$ cat config.mk
export PLATFORM = sky130hd
export DESIGN_NAME = spi_cs_sequencer
export DESIGN_NICKNAME = d
export VERILOG_FILES = /design/src/rtl/spi_seq_pkg.sv /design/src/rtl/spi_seq_cfg_bank.sv /design/src/rtl/spi_seq_gap.sv /design/src/rtl/spi_cs_sequencer.sv
export SDC_FILE = /design/constraint.sdc
export NUM_CORES = 1
export LEC_CHECK = 0
export BUFFER_PORTS_ARGS = -buffer_cell sky130_fd_sc_hd__clkbuf_2
export CORE_ASPECT_RATIO = 2
export CORE_MARGIN = 5
export CORE_UTILIZATION = 40
export DETAILED_ROUTE_END_ITERATION = 6
export GPL_TIMING_DRIVEN = 0
export PLACE_DENSITY = 0.63
export SYNTH_ARGS = -nofsm -noshare
export SYNTH_HDL_FRONTEND = slang
export SYNTH_SLANG_ARGS = --single-unit
$ cat constraint.sdc
create_clock -name clk_i -period 7.17 [get_ports clk_i]
set_input_delay 0.717 -clock clk_i [delete_from_list [all_inputs] [get_ports clk_i]]
set_output_delay 0.717 -clock clk_i [all_outputs]
set_load 0.05 [all_outputs]
$ cat src/rtl/spi_seq_pkg.sv
package spi_seq_pkg;

   localparam int CFG_W   = 32;
   localparam int FRAME_W = 16;
   localparam int FSZ_W   = 4;
   localparam int PRE_W   = 2;
   localparam int SC_W    = 4;
   localparam int HALF_W  = 4;
   localparam int GAP_W   = 3 + (1 << SC_W);

   localparam int FSZ_LSB        = 27;
   localparam int PRE_SETUP_LSB  = 22;
   localparam int PRE_HOLD_LSB   = 20;
   localparam int PRE_AFTER_LSB  = 18;
   localparam int SC_SETUP_LSB   = 12;
   localparam int SC_HOLD_LSB    = 8;
   localparam int SC_AFTER_LSB   = 4;
   localparam int HALF_LSB       = 0;

   typedef struct packed {
      logic [FSZ_W-1:0]  fsz;
      logic [PRE_W-1:0]  pre_setup;
      logic [PRE_W-1:0]  pre_hold;
      logic [PRE_W-1:0]  pre_after;
      logic [SC_W-1:0]   sc_setup;
      logic [SC_W-1:0]   sc_hold;
      logic [SC_W-1:0]   sc_after;
      logic [HALF_W-1:0] half;
   } xfer_cfg_t;

   typedef enum logic [2:0] {
      ST_IDLE,
      ST_SETUP,
      ST_SHIFT,
      ST_HOLD,
      ST_AFTER
   } seq_state_t;

endpackage

$ cat src/rtl/spi_seq_cfg_bank.sv
module spi_seq_cfg_bank
   import spi_seq_pkg::*;
#(
   parameter int NUM_CFG = 8,
   localparam int AW = (NUM_CFG > 1) ? $clog2(NUM_CFG) : 1
) (
   input  logic             clk_i,
   input  logic             rst_i,
   input  logic             we_i,
   input  logic [AW-1:0]    waddr_i,
   input  logic [CFG_W-1:0] wdata_i,
   input  logic [AW-1:0]    raddr_i,
   output xfer_cfg_t        rdata_o
);

   xfer_cfg_t wr_fields;
   xfer_cfg_t entry [NUM_CFG];

   always_comb begin
      wr_fields.fsz       = wdata_i[FSZ_LSB       +: FSZ_W];
      wr_fields.pre_setup = wdata_i[PRE_SETUP_LSB +: PRE_W];
      wr_fields.pre_hold  = wdata_i[PRE_HOLD_LSB  +: PRE_W];
      wr_fields.pre_after = wdata_i[PRE_AFTER_LSB +: PRE_W];
      wr_fields.sc_setup  = wdata_i[SC_SETUP_LSB  +: SC_W];
      wr_fields.sc_hold   = wdata_i[SC_HOLD_LSB   +: SC_W];
      wr_fields.sc_after  = wdata_i[SC_AFTER_LSB  +: SC_W];
      wr_fields.half      = wdata_i[HALF_LSB      +: HALF_W];
   end

   logic unused_cfg_bits;
   assign unused_cfg_bits = ^{wdata_i[31], wdata_i[26:24], wdata_i[17:16]};

   for (genvar g = 0; g < NUM_CFG; g++) begin : g_entry
      always_ff @(posedge clk_i) begin
         if (rst_i)
            entry[g] <= '0;
         else if (we_i && (waddr_i == AW'(g)))
            entry[g] <= wr_fields;
      end
   end

   assign rdata_o = entry[raddr_i];

   if (NUM_CFG < 2 || (NUM_CFG & (NUM_CFG - 1)) != 0) begin : g_bad_depth
      $error("spi_seq_cfg_bank: NUM_CFG must be a power of two >= 2");
   end

endmodule

$ cat src/rtl/spi_seq_gap.sv
module spi_seq_gap
   import spi_seq_pkg::*;
#(
   parameter int LEN_W = GAP_W
) (
   input  logic [PRE_W-1:0] pre_i,
   input  logic [SC_W-1:0]  sc_i,
   output logic [LEN_W-1:0] len_o
);

   logic [PRE_W:0] odd_factor;

   assign odd_factor = {pre_i, 1'b1};
   assign len_o      = LEN_W'(odd_factor) << (LEN_W'(sc_i) + LEN_W'(1));

   if (LEN_W < PRE_W + 1 + (1 << SC_W)) begin : g_bad_width
      $error("spi_seq_gap: LEN_W too narrow for the largest gap");
   end

endmodule

$ cat src/rtl/spi_cs_sequencer.sv
module spi_cs_sequencer
   import spi_seq_pkg::*;
#(
   parameter int NUM_CS  = 4,
   parameter int NUM_CFG = 8,
   localparam int CS_AW  = $clog2(NUM_CS),
   localparam int CFG_AW = $clog2(NUM_CFG)
) (
   input  logic               clk_i,
   input  logic               rst_i,
   input  logic               cfg_we_i,
   input  logic [CFG_AW-1:0]  cfg_waddr_i,
   input  logic [CFG_W-1:0]   cfg_wdata_i,
   input  logic               start_i,
   input  logic [CFG_AW-1:0]  cfg_sel_i,
   input  logic [CS_AW-1:0]   cs_sel_i,
   input  logic [FRAME_W-1:0] tx_data_i,
   input  logic               miso_i,
   output logic               sck_o,
   output logic               mosi_o,
   output logic [NUM_CS-1:0]  cs_n_o,
   output logic               done_o,
   output logic [FRAME_W-1:0] rx_data_o
);

   if (NUM_CS < 2 || (NUM_CS & (NUM_CS - 1)) != 0) begin : g_bad_cs
      $error("spi_cs_sequencer: NUM_CS must be a power of two >= 2");
   end
   if (FRAME_W != (1 << FSZ_W)) begin : g_bad_frame
      $error("spi_cs_sequencer: frame width must match the size field");
   end

   xfer_cfg_t          cfg_rd;
   xfer_cfg_t          cfg_q;
   seq_state_t         state;
   logic [GAP_W-1:0]   cnt;
   logic [GAP_W-1:0]   cur_len;
   logic [GAP_W-1:0]   setup_len, hold_len, after_len, half_len;
   logic               cnt_last;
   logic               sck_q;
   logic               done_q;
   logic [CS_AW-1:0]   cs_q;
   logic [FRAME_W-1:0] tx_q, rx_q, rx_out;
   logic [FSZ_W-1:0]   bit_cnt;
   logic               cs_active;

   spi_seq_cfg_bank #(.NUM_CFG(NUM_CFG)) u_bank (
      .clk_i   (clk_i),
      .rst_i   (rst_i),
      .we_i    (cfg_we_i),
      .waddr_i (cfg_waddr_i),
      .wdata_i (cfg_wdata_i),
      .raddr_i (cfg_sel_i),
      .rdata_o (cfg_rd)
   );

   spi_seq_gap u_gap_setup (.pre_i(cfg_q.pre_setup), .sc_i(cfg_q.sc_setup), .len_o(setup_len));
   spi_seq_gap u_gap_hold  (.pre_i(cfg_q.pre_hold),  .sc_i(cfg_q.sc_hold),  .len_o(hold_len));
   spi_seq_gap u_gap_after (.pre_i(cfg_q.pre_after), .sc_i(cfg_q.sc_after), .len_o(after_len));

   assign half_len = GAP_W'(cfg_q.half) + GAP_W'(1);

   always_comb begin
      case (state)
         ST_SETUP: cur_len = setup_len;
         ST_SHIFT: cur_len = half_len;
         ST_HOLD:  cur_len = hold_len;
         ST_AFTER: cur_len = after_len;
         default:  cur_len = GAP_W'(1);
      endcase
   end

   assign cnt_last = (cnt == cur_len - GAP_W'(1));

   always_ff @(posedge clk_i) begin
      if (rst_i) begin
         state   <= ST_IDLE;
         cnt     <= '0;
         sck_q   <= 1'b0;
         done_q  <= 1'b0;
         cfg_q   <= '0;
         cs_q    <= '0;
         tx_q    <= '0;
         rx_q    <= '0;
         rx_out  <= '0;
         bit_cnt <= '0;
      end else begin
         done_q <= 1'b0;
         case (state)
            ST_IDLE: begin
               if (start_i) begin
                  cfg_q   <= cfg_rd;
                  cs_q    <= cs_sel_i;
                  tx_q    <= tx_data_i << (~cfg_rd.fsz);
                  rx_q    <= '0;
                  bit_cnt <= cfg_rd.fsz;
                  cnt     <= '0;
                  state   <= ST_SETUP;
               end
            end
            ST_SETUP: begin
               if (cnt_last) begin
                  cnt   <= '0;
                  state <= ST_SHIFT;
               end else begin
                  cnt <= cnt + GAP_W'(1);
               end
            end
            ST_SHIFT: begin
               if (cnt_last) begin
                  cnt <= '0;
                  if (!sck_q) begin
                     sck_q <= 1'b1;
                     rx_q  <= {rx_q[FRAME_W-2:0], miso_i};
                  end else begin
                     sck_q <= 1'b0;
                     if (bit_cnt == '0) begin
                        state <= ST_HOLD;
                     end else begin
                        bit_cnt <= bit_cnt - FSZ_W'(1);
                        tx_q    <= tx_q << 1;
                     end
                  end
               end else begin
                  cnt <= cnt + GAP_W'(1);
               end
            end
            ST_HOLD: begin
               if (cnt_last) begin
                  cnt   <= '0;
                  state <= ST_AFTER;
               end else begin
                  cnt <= cnt + GAP_W'(1);
               end
            end
            ST_AFTER: begin
               if (cnt_last) begin
                  cnt    <= '0;
                  state  <= ST_IDLE;
                  done_q <= 1'b1;
                  rx_out <= rx_q;
               end else begin
                  cnt <= cnt + GAP_W'(1);
               end
            end
            default: state <= ST_IDLE;
         endcase
      end
   end

   assign cs_active = (state == ST_SETUP) || (state == ST_SHIFT) || (state == ST_HOLD);

   for (genvar g = 0; g < NUM_CS; g++) begin : g_cs
      assign cs_n_o[g] = !(cs_active && (cs_q == CS_AW'(g)));
   end

   assign sck_o     = sck_q;
   assign mosi_o    = tx_q[FRAME_W-1];
   assign done_o    = done_q;
   assign rx_data_o = rx_out;

   // SCK only leaves its idle level inside the shift phase
   assert_sck_idle_R5: assert property (@(posedge clk_i) disable iff (rst_i)
      (state != ST_SHIFT) |-> !sck_q);

   // at most one chip-select line is driven low
   assert_cs_single_R8: assert property (@(posedge clk_i) disable iff (rst_i)
      $countones(~cs_n_o) <= 1);

   // done lasts exactly one cycle
   assert_done_pulse_R10: assert property (@(posedge clk_i) disable iff (rst_i)
      done_q |=> !done_q);

   // a busy sequencer keeps its latched selection regardless of start
   assert_busy_latch_R9: assert property (@(posedge clk_i) disable iff (rst_i)
      (state != ST_IDLE) |=> ($stable(cs_q) && $stable(cfg_q)));

   // shortest setup and hold gaps are two cycles, never zero
   assert_setup_min_R4: assert property (@(posedge clk_i) disable iff (rst_i)
      (state == ST_SHIFT && $past(state) == ST_SETUP) |-> $past(state, 2) == ST_SETUP);
   assert_hold_min_R4: assert property (@(posedge clk_i) disable iff (rst_i)
      (state == ST_AFTER && $past(state) == ST_HOLD) |-> $past(state, 2) == ST_HOLD);

endmodule

# After elaboration in Yosys (flattened, before gate mapping)
# Memories as Yosys holds them, arrays and structs flattened.
# Cells that the tools add are included.
# word_totals
register_bits	100
ram_bits	208
inputBits	61
memories	1
# mem_list
memory	depth	word_bits	rd	rd_clocked_by_memory_dff	wr	line_no	rtl
u_bank.entry	8	26	1	0	8	spi_seq_cfg_bank.sv:17	xfer_cfg_t entry [NUM_CFG];
# op_classes
eq_ne	24
bitwise_logic	10
n_reduce_logical	33
shift	4
mux	62
add_sub_neg	7
# op_table
op	n
26-bit 2-to-1 mux	8
16-bit 2-to-1 mux	7
19-bit case mux with 4 select lines	1
16-bit case mux with 2 select lines	2
3-bit by 19-bit left shift with 19-bit output	3
19-bit 2-to-1 mux	2
19-bit case mux with 2 select lines	1
1-bit 2-to-1 mux	28
3-bit 2-to-1 mux	7
4-bit by 1-bit adder with 5-bit output, second input constant	4
19-bit by 1-bit adder with 19-bit output, second input constant	1
19-bit equality test	1
19-bit by 1-bit subtractor with 19-bit output, second input constant	1
2-bit != test, second input constant	9
4-bit 2-to-1 mux	4
16-bit by 4-bit left shift with 16-bit output	1
3-bit equality test, second input constant	5
3-bit case mux with 5 select lines	1
3-bit by 2-bit equality test with 1-bit output, second input constant	4
1-bit logical AND	12
1-bit OR	8
4-bit case mux with 2 select lines	1
2-bit AND reduction	4
7-bit AND reduction	1
other kinds (16)	24

# Longest topological paths before layout
# logic_depth
word_depth	7
mapped_depth	19
mapped_depth_nobuf	16

# Modules after synthesis
# A second synthesis with hierarchy kept.
# hier_totals
cells_unflattened	1611
area_unflattened_um2	17240.3
# by_module_without_submodules
mod	seq_area_each_um2	cells_each	n_inst	area_each_um2
spi_seq_cfg_bank	6246.0	597	1	9470.3
spi_cs_sequencer	2001.9	771	1	6381.1
spi_seq_gap	0.0	81	3	462.9

# Worst setup path after synthesis
# Ideal clock, no wire load.
# synth_path
path_kind	reg2reg
from	reg cfg_q[5] (netlist name)
to	reg state[2]
required_ns	7.042
path_stages_with_launch	16
arrival_ns	4.070
period_less_slack_ns	4.198
setup_slack_ns	2.972
path_cell_list	dfxtp_1 ha_1 and2_1 a21oi_1 o21ai_0 a221oi_2 ha_1 nand3_1 nor3_1 xnor2_1 nand4_1 or4b_4 nor4_4 buf_4 mux2i_1 nor2_1
# synth_via
elab_chain_len	7
# synth_lines
element	line_no	rtl
start: declaration	spi_cs_sequencer.sv:34	xfer_cfg_t cfg_q;
start signal: assignment	spi_cs_sequencer.sv:92	cfg_q <= cfg_rd;
4-bit by 1-bit adder with 5-bit output (*)	spi_seq_gap.sv:14	assign len_o = LEN_W'(odd_factor) << (LEN_W'(sc_i) + LEN_W'(1));
3-bit by 19-bit left shift with 19-bit output (*)	spi_seq_gap.sv:14	
19-bit case mux with 4 select lines (*)	spi_cs_sequencer.sv:64	case (state)
19-bit by 1-bit subtractor with 19-bit output (*)	spi_cs_sequencer.sv:73	assign cnt_last = (cnt == cur_len - GAP_W'(1));
19-bit equality test (*)	spi_cs_sequencer.sv:73	
2-bit != test (no line)	n/a	
7-bit AND reduction (no line) (*)	n/a	
end signal: assignment	spi_cs_sequencer.sv:77	state <= ST_IDLE;
end signal: assignment	spi_cs_sequencer.sv:98	state <= ST_SETUP;
end signal: assignment	spi_cs_sequencer.sv:104	state <= ST_SHIFT;
end: declaration	spi_cs_sequencer.sv:35	seq_state_t state;
# Every way passes the cells marked *; elsewhere a longest branch is shown, timed or not.
# A chain may end at the register's enable or synchronous reset.

# Final worst setup path
# layout_path
from	reg cfg_q[13] (netlist name)
to	reg rx_out[4], in the netlist rx_data_o[4]
# layout_via
elab_chain_len	6
# layout_lines
element	line_no	rtl
4-bit by 1-bit adder with 5-bit output	spi_seq_gap.sv:14	
3-bit by 19-bit left shift with 19-bit output	spi_seq_gap.sv:14	
19-bit case mux with 4 select lines	spi_cs_sequencer.sv:64	
19-bit by 1-bit subtractor with 19-bit output	spi_cs_sequencer.sv:73	
19-bit equality test	spi_cs_sequencer.sv:73	
2-bit AND reduction (no line)	n/a	
end signal: assignment	spi_cs_sequencer.sv:141	rx_out <= rx_q;
end: declaration	spi_cs_sequencer.sv:43	logic [FRAME_W-1:0] tx_q, rx_q, rx_out;
# Every way passes these cells.

==> flow_summary_export.csv <==
group,metric,value,unit
global_routing,use_met1,19.3,%
finish,drive_gt1_share,15.9,%
global_routing,grt-busiest-layer,"met2",
floorplan,die_area,45700,um2
floorplan,num_rows,105,
clock_network,clock_latency,590,ps
route,ant_nets,0,
pwr,netSwitchingFraction,27.5,%
floorplan,coreArea,41000,um2
outcome,violations,"DRC",
clock_network,cts_tree,"yes",
clock_network,cts_root_buf,"clkbuf_16",
pwr,cell_internal_pwr,3.18,mW
synthesis,yosysSeqAreaShare,49.9,%
critical_path,critPathLaunchType,"register",
critical_path,worstReg2RegStart,"cfg_q[13]$_SDFFE_PP0P_",
sta,rsz0062_at_grt,"no",
floorplan,start_util,40.3,%
synthesis,async_flop_share,0,%
outcome,status,"finished with violations",
sta,min_period,5810,ps
sta,hold_viol_final,0,
pwr,p_clk_share,36.5,%
sta,setup_slack,1360,ps
sta,max_slew_margin,23.4,%
synthesis,synth_cell_types,84,
pwr,leakage,6.73,nW
job,max_cap_violations,0,
synthesis,synth_top_area_share,37.8,%
placed_design,gp_congestion,1.03,
critical_path,startpoint,"cfg_q[13]$_SDFFE_PP0P_",
clock_network,cts_max_level,1,
clock_network,clock_sinks,308,
finish,area_growth,13.7,%
sta,hold-worst-slack,351,ps
floorplan,die_y,297,um
global_routing,grt_overflow,0,
critical_path,worstPathRequired,7680,ps
global_routing,grt_pass1_wl,75100,um
synthesis,synthTopCellsByArea,"edfxtp_1 (38%), dfxtp_1 (12%), and2_1 (8.3%), mux4_2 (7.1%), mux2i_1 (3.5%)",
critical_path,crit_path_end_kind,"register",
placed_design,pre_cts_slack,1510,ps
global_routing,antenna_found_initial,0,
global_routing,grtUsageMet3,2.23,%
finish,nets,1676,
finish,fillers,3861,
critical_path,cp_max_fo,10,
route,via_count,12270,
clock_network,post_cts_resized,0,
sta,fin_crit_sh,81.0,%
clock_network,numCtsBuffers,28,
pwr,pwr_density_cell,234,nW/um2
finish,insertedDiodeCount,0,
synthesis,synth_seq_cells,308,
synthesis,syn_avg_cell_area,11.1,um2
floorplan,chipWidth,154,um
global_routing,grt_use_total,21.1,%
pwr,seqPwrFrac,46.8,%
route,drtIter0Drc,556,
global_routing,grt_use_met2,42.4,%
pwr,switching_power,1.21,mW
min_path,holdCritStartpoint,"cs_sel_i[1]",
clock_network,clk_path_buf_depth,3,
min_path,hold_class,"in -> reg",
sta,fmax,172,MHz
pwr,combPwrFrac,16.8,%
sta,tightest_slew,1150,ps
synthesis,synth-edff-count,208,
synthesis,synth_top_flop_cell,"edfxtp_1",
global_routing,grt_pass1_vias,12886,
global_routing,grt_max_degree,27,
clock_network,path_clk_slew,70,ps
sta,finClkSkew,38.0,ps
synthesis,ys_warn_count,0,
route,detail_route.wl_per_cell,22.8,um
synthesis,yosysTopAreaCell,"edfxtp_1",
sta,drv_slew,0,
placed_design,io_buffers,74,
clock_network,holdBufCountCts,0,
synthesis,synth_area,16500,um2
critical_path,ff2ff_setup_slack,1360,ps
route,wl,49200,um
route,viasPerCell,5.68,
sta,setup-violations-final,0,
critical_path,path_class,"reg -> reg",
synthesis,syn-instance-count,1491,
placed_design,post-dp-hpwl,37400,um
critical_path,cp.arrival,6320,ps
clock_network,cts_setup_buffers,0,
sta,setup-tns-final,0,ps
pwr,max-vdd-ir-drop,0.000217,V
route,drt-pass1-iter-count,7,
route,post-route-drc-count,2,
floorplan,boundaryPins,84,
synthesis,syn_nets,1562,
## registers in the layout (all words and copies together), names as in the netlist
register      flops
state             3
u_bank.entry    208
cfg_q            22
cs_q              2
tx_q             16
rx_q             16
done_o            1
bit_cnt           4
sck_o             1
cnt              19
rx_data_o        16
## cell families after synthesis
| family | Yosys count | share of synthesized area, % |
|---|---|---|
| adders and majority gates | 10 | 0.757 |
| muxes | 115 | 10.9 |
| buffers and inverters | 120 | 3.01 |
| and+or+nand+nor | 617 | 21.3 |
| xor gates and xnor gates | 34 | 2.07 |
| DFF | 308 | 49.9 |
| AOI/OAI and AO/OA | 287 | 12.0 |
## routing by layer
layer / vias to the layer above / part of all wire (%)
met5: - / 0
met4: 0 / 7.5
met3: 162 / 3.1
met2: 334 / 58
met1: 5969 / 32
li1: 5805 / -
## critical path: stages (launching register included)
cell	delay (ps)
dfxtp_1	450
ha_1	180
buf_2	170
nand2b_1	250
a221oi_1	120
o21ai_0	630
o221ai_1	450
nor3_1	700
nand3_1	290
nor4_1	920
o221ai_1	550
nor3_4	500
buf_2	300
nand2_1	80
a21oi_1	140
## cells in the final DEF, fill, tap and decap left out, types with 17 or more instances in the layout
cell type	instances
a211oi_1	49
a21oi_1	46
and2_1	218
and3_1	23
buf_2	17
clkbuf_1	66
clkbuf_16	28
clkbuf_2	74
dfxtp_1	100
edfxtp_1	208
inv_1	20
mux2i_1	55
mux4_2	52
nand2_1	86
nand2b_1	19
nand3_1	42
nand3b_1	38
nor2_1	75
nor3_1	45
o21ai_0	71
xnor2_1	22
## through the flow
step / cell area, um2 / instances / utilization [%] / power [mW]
after floorplan: 16500 / 1491 / - / 2.56
after global placement: 17600 / 2100 / 42.8 / 2.79
after detailed placement: 17800 / 2110 / 43.4 / 2.83
after CTS: 18800 / 2162 / 45.8 / 4.41
after global routing: 18800 / 2162 / 45.8 / 4.55
final: 18800 / 2162 / 45.8 / 4.39
## power by group through the flow
stage / Combinational [mW] / Clock, mW / Sequential, mW
after floorplan: 0.487 / 0 / 2.08
after global placement: 0.703 / 0 / 2.09
after detailed placement: 0.734 / 0 / 2.09
after CTS: 0.736 / 1.63 / 2.05
after global routing: 0.796 / 1.69 / 2.06
final: 0.736 / 1.60 / 2.05
## worst paths after layout
kind,to,cells past startpoint
max reg2reg,rx_data_o[4]$_SDFFE_PP0P_,14
min,cs_q[1]$_SDFFE_PP0P_,3
max,rx_data_o[4]$_SDFFE_PP0P_,14
min reg2reg,rx_data_o[15]$_SDFFE_PP0P_,2
## synthesized netlist by cell type, types with 6 or more instances
| cell type | number |
|---|---|
| a211oi_1 | 49 |
| a21o_1 | 7 |
| a21oi_1 | 46 |
| a31o_2 | 6 |
| a31oi_1 | 7 |
| and2_1 | 218 |
| and3_1 | 23 |
| buf_1 | 14 |
| buf_2 | 17 |
| buf_4 | 7 |
| clkbuf_1 | 62 |
| dfxtp_1 | 100 |
| edfxtp_1 | 208 |
| ha_1 | 10 |
| inv_1 | 20 |
| mux2i_1 | 58 |
| mux4_2 | 52 |
| nand2_1 | 86 |
| nand2b_1 | 19 |
| nand3_1 | 42 |
| nand3b_1 | 38 |
| nand4_1 | 10 |
| nor2_1 | 75 |
| nor3_1 | 46 |
| nor3b_1 | 6 |
| nor4_1 | 8 |
| o211ai_1 | 7 |
| o21ai_0 | 71 |
| o21bai_1 | 6 |
| o221ai_1 | 6 |
| o22a_1 | 8 |
| or3_1 | 11 |
| xnor2_1 | 22 |
| xor2_1 | 6 |
## cell type report
cell class	instances	area (um2)	share of cell area (%)
Sequential cell	308	8250	43.9
Multi-Input combinational cell	1063	7860	41.9
Clock buffer	36	771	4.10
Tap cell	535	669	3.56
Timing Repair Buffer	84	532	2.83
Buffer	100	423	2.25
Clock inverter	16	203	1.08
Inverter	20	75.1	0.400
(Power assumes the default switching activity.)
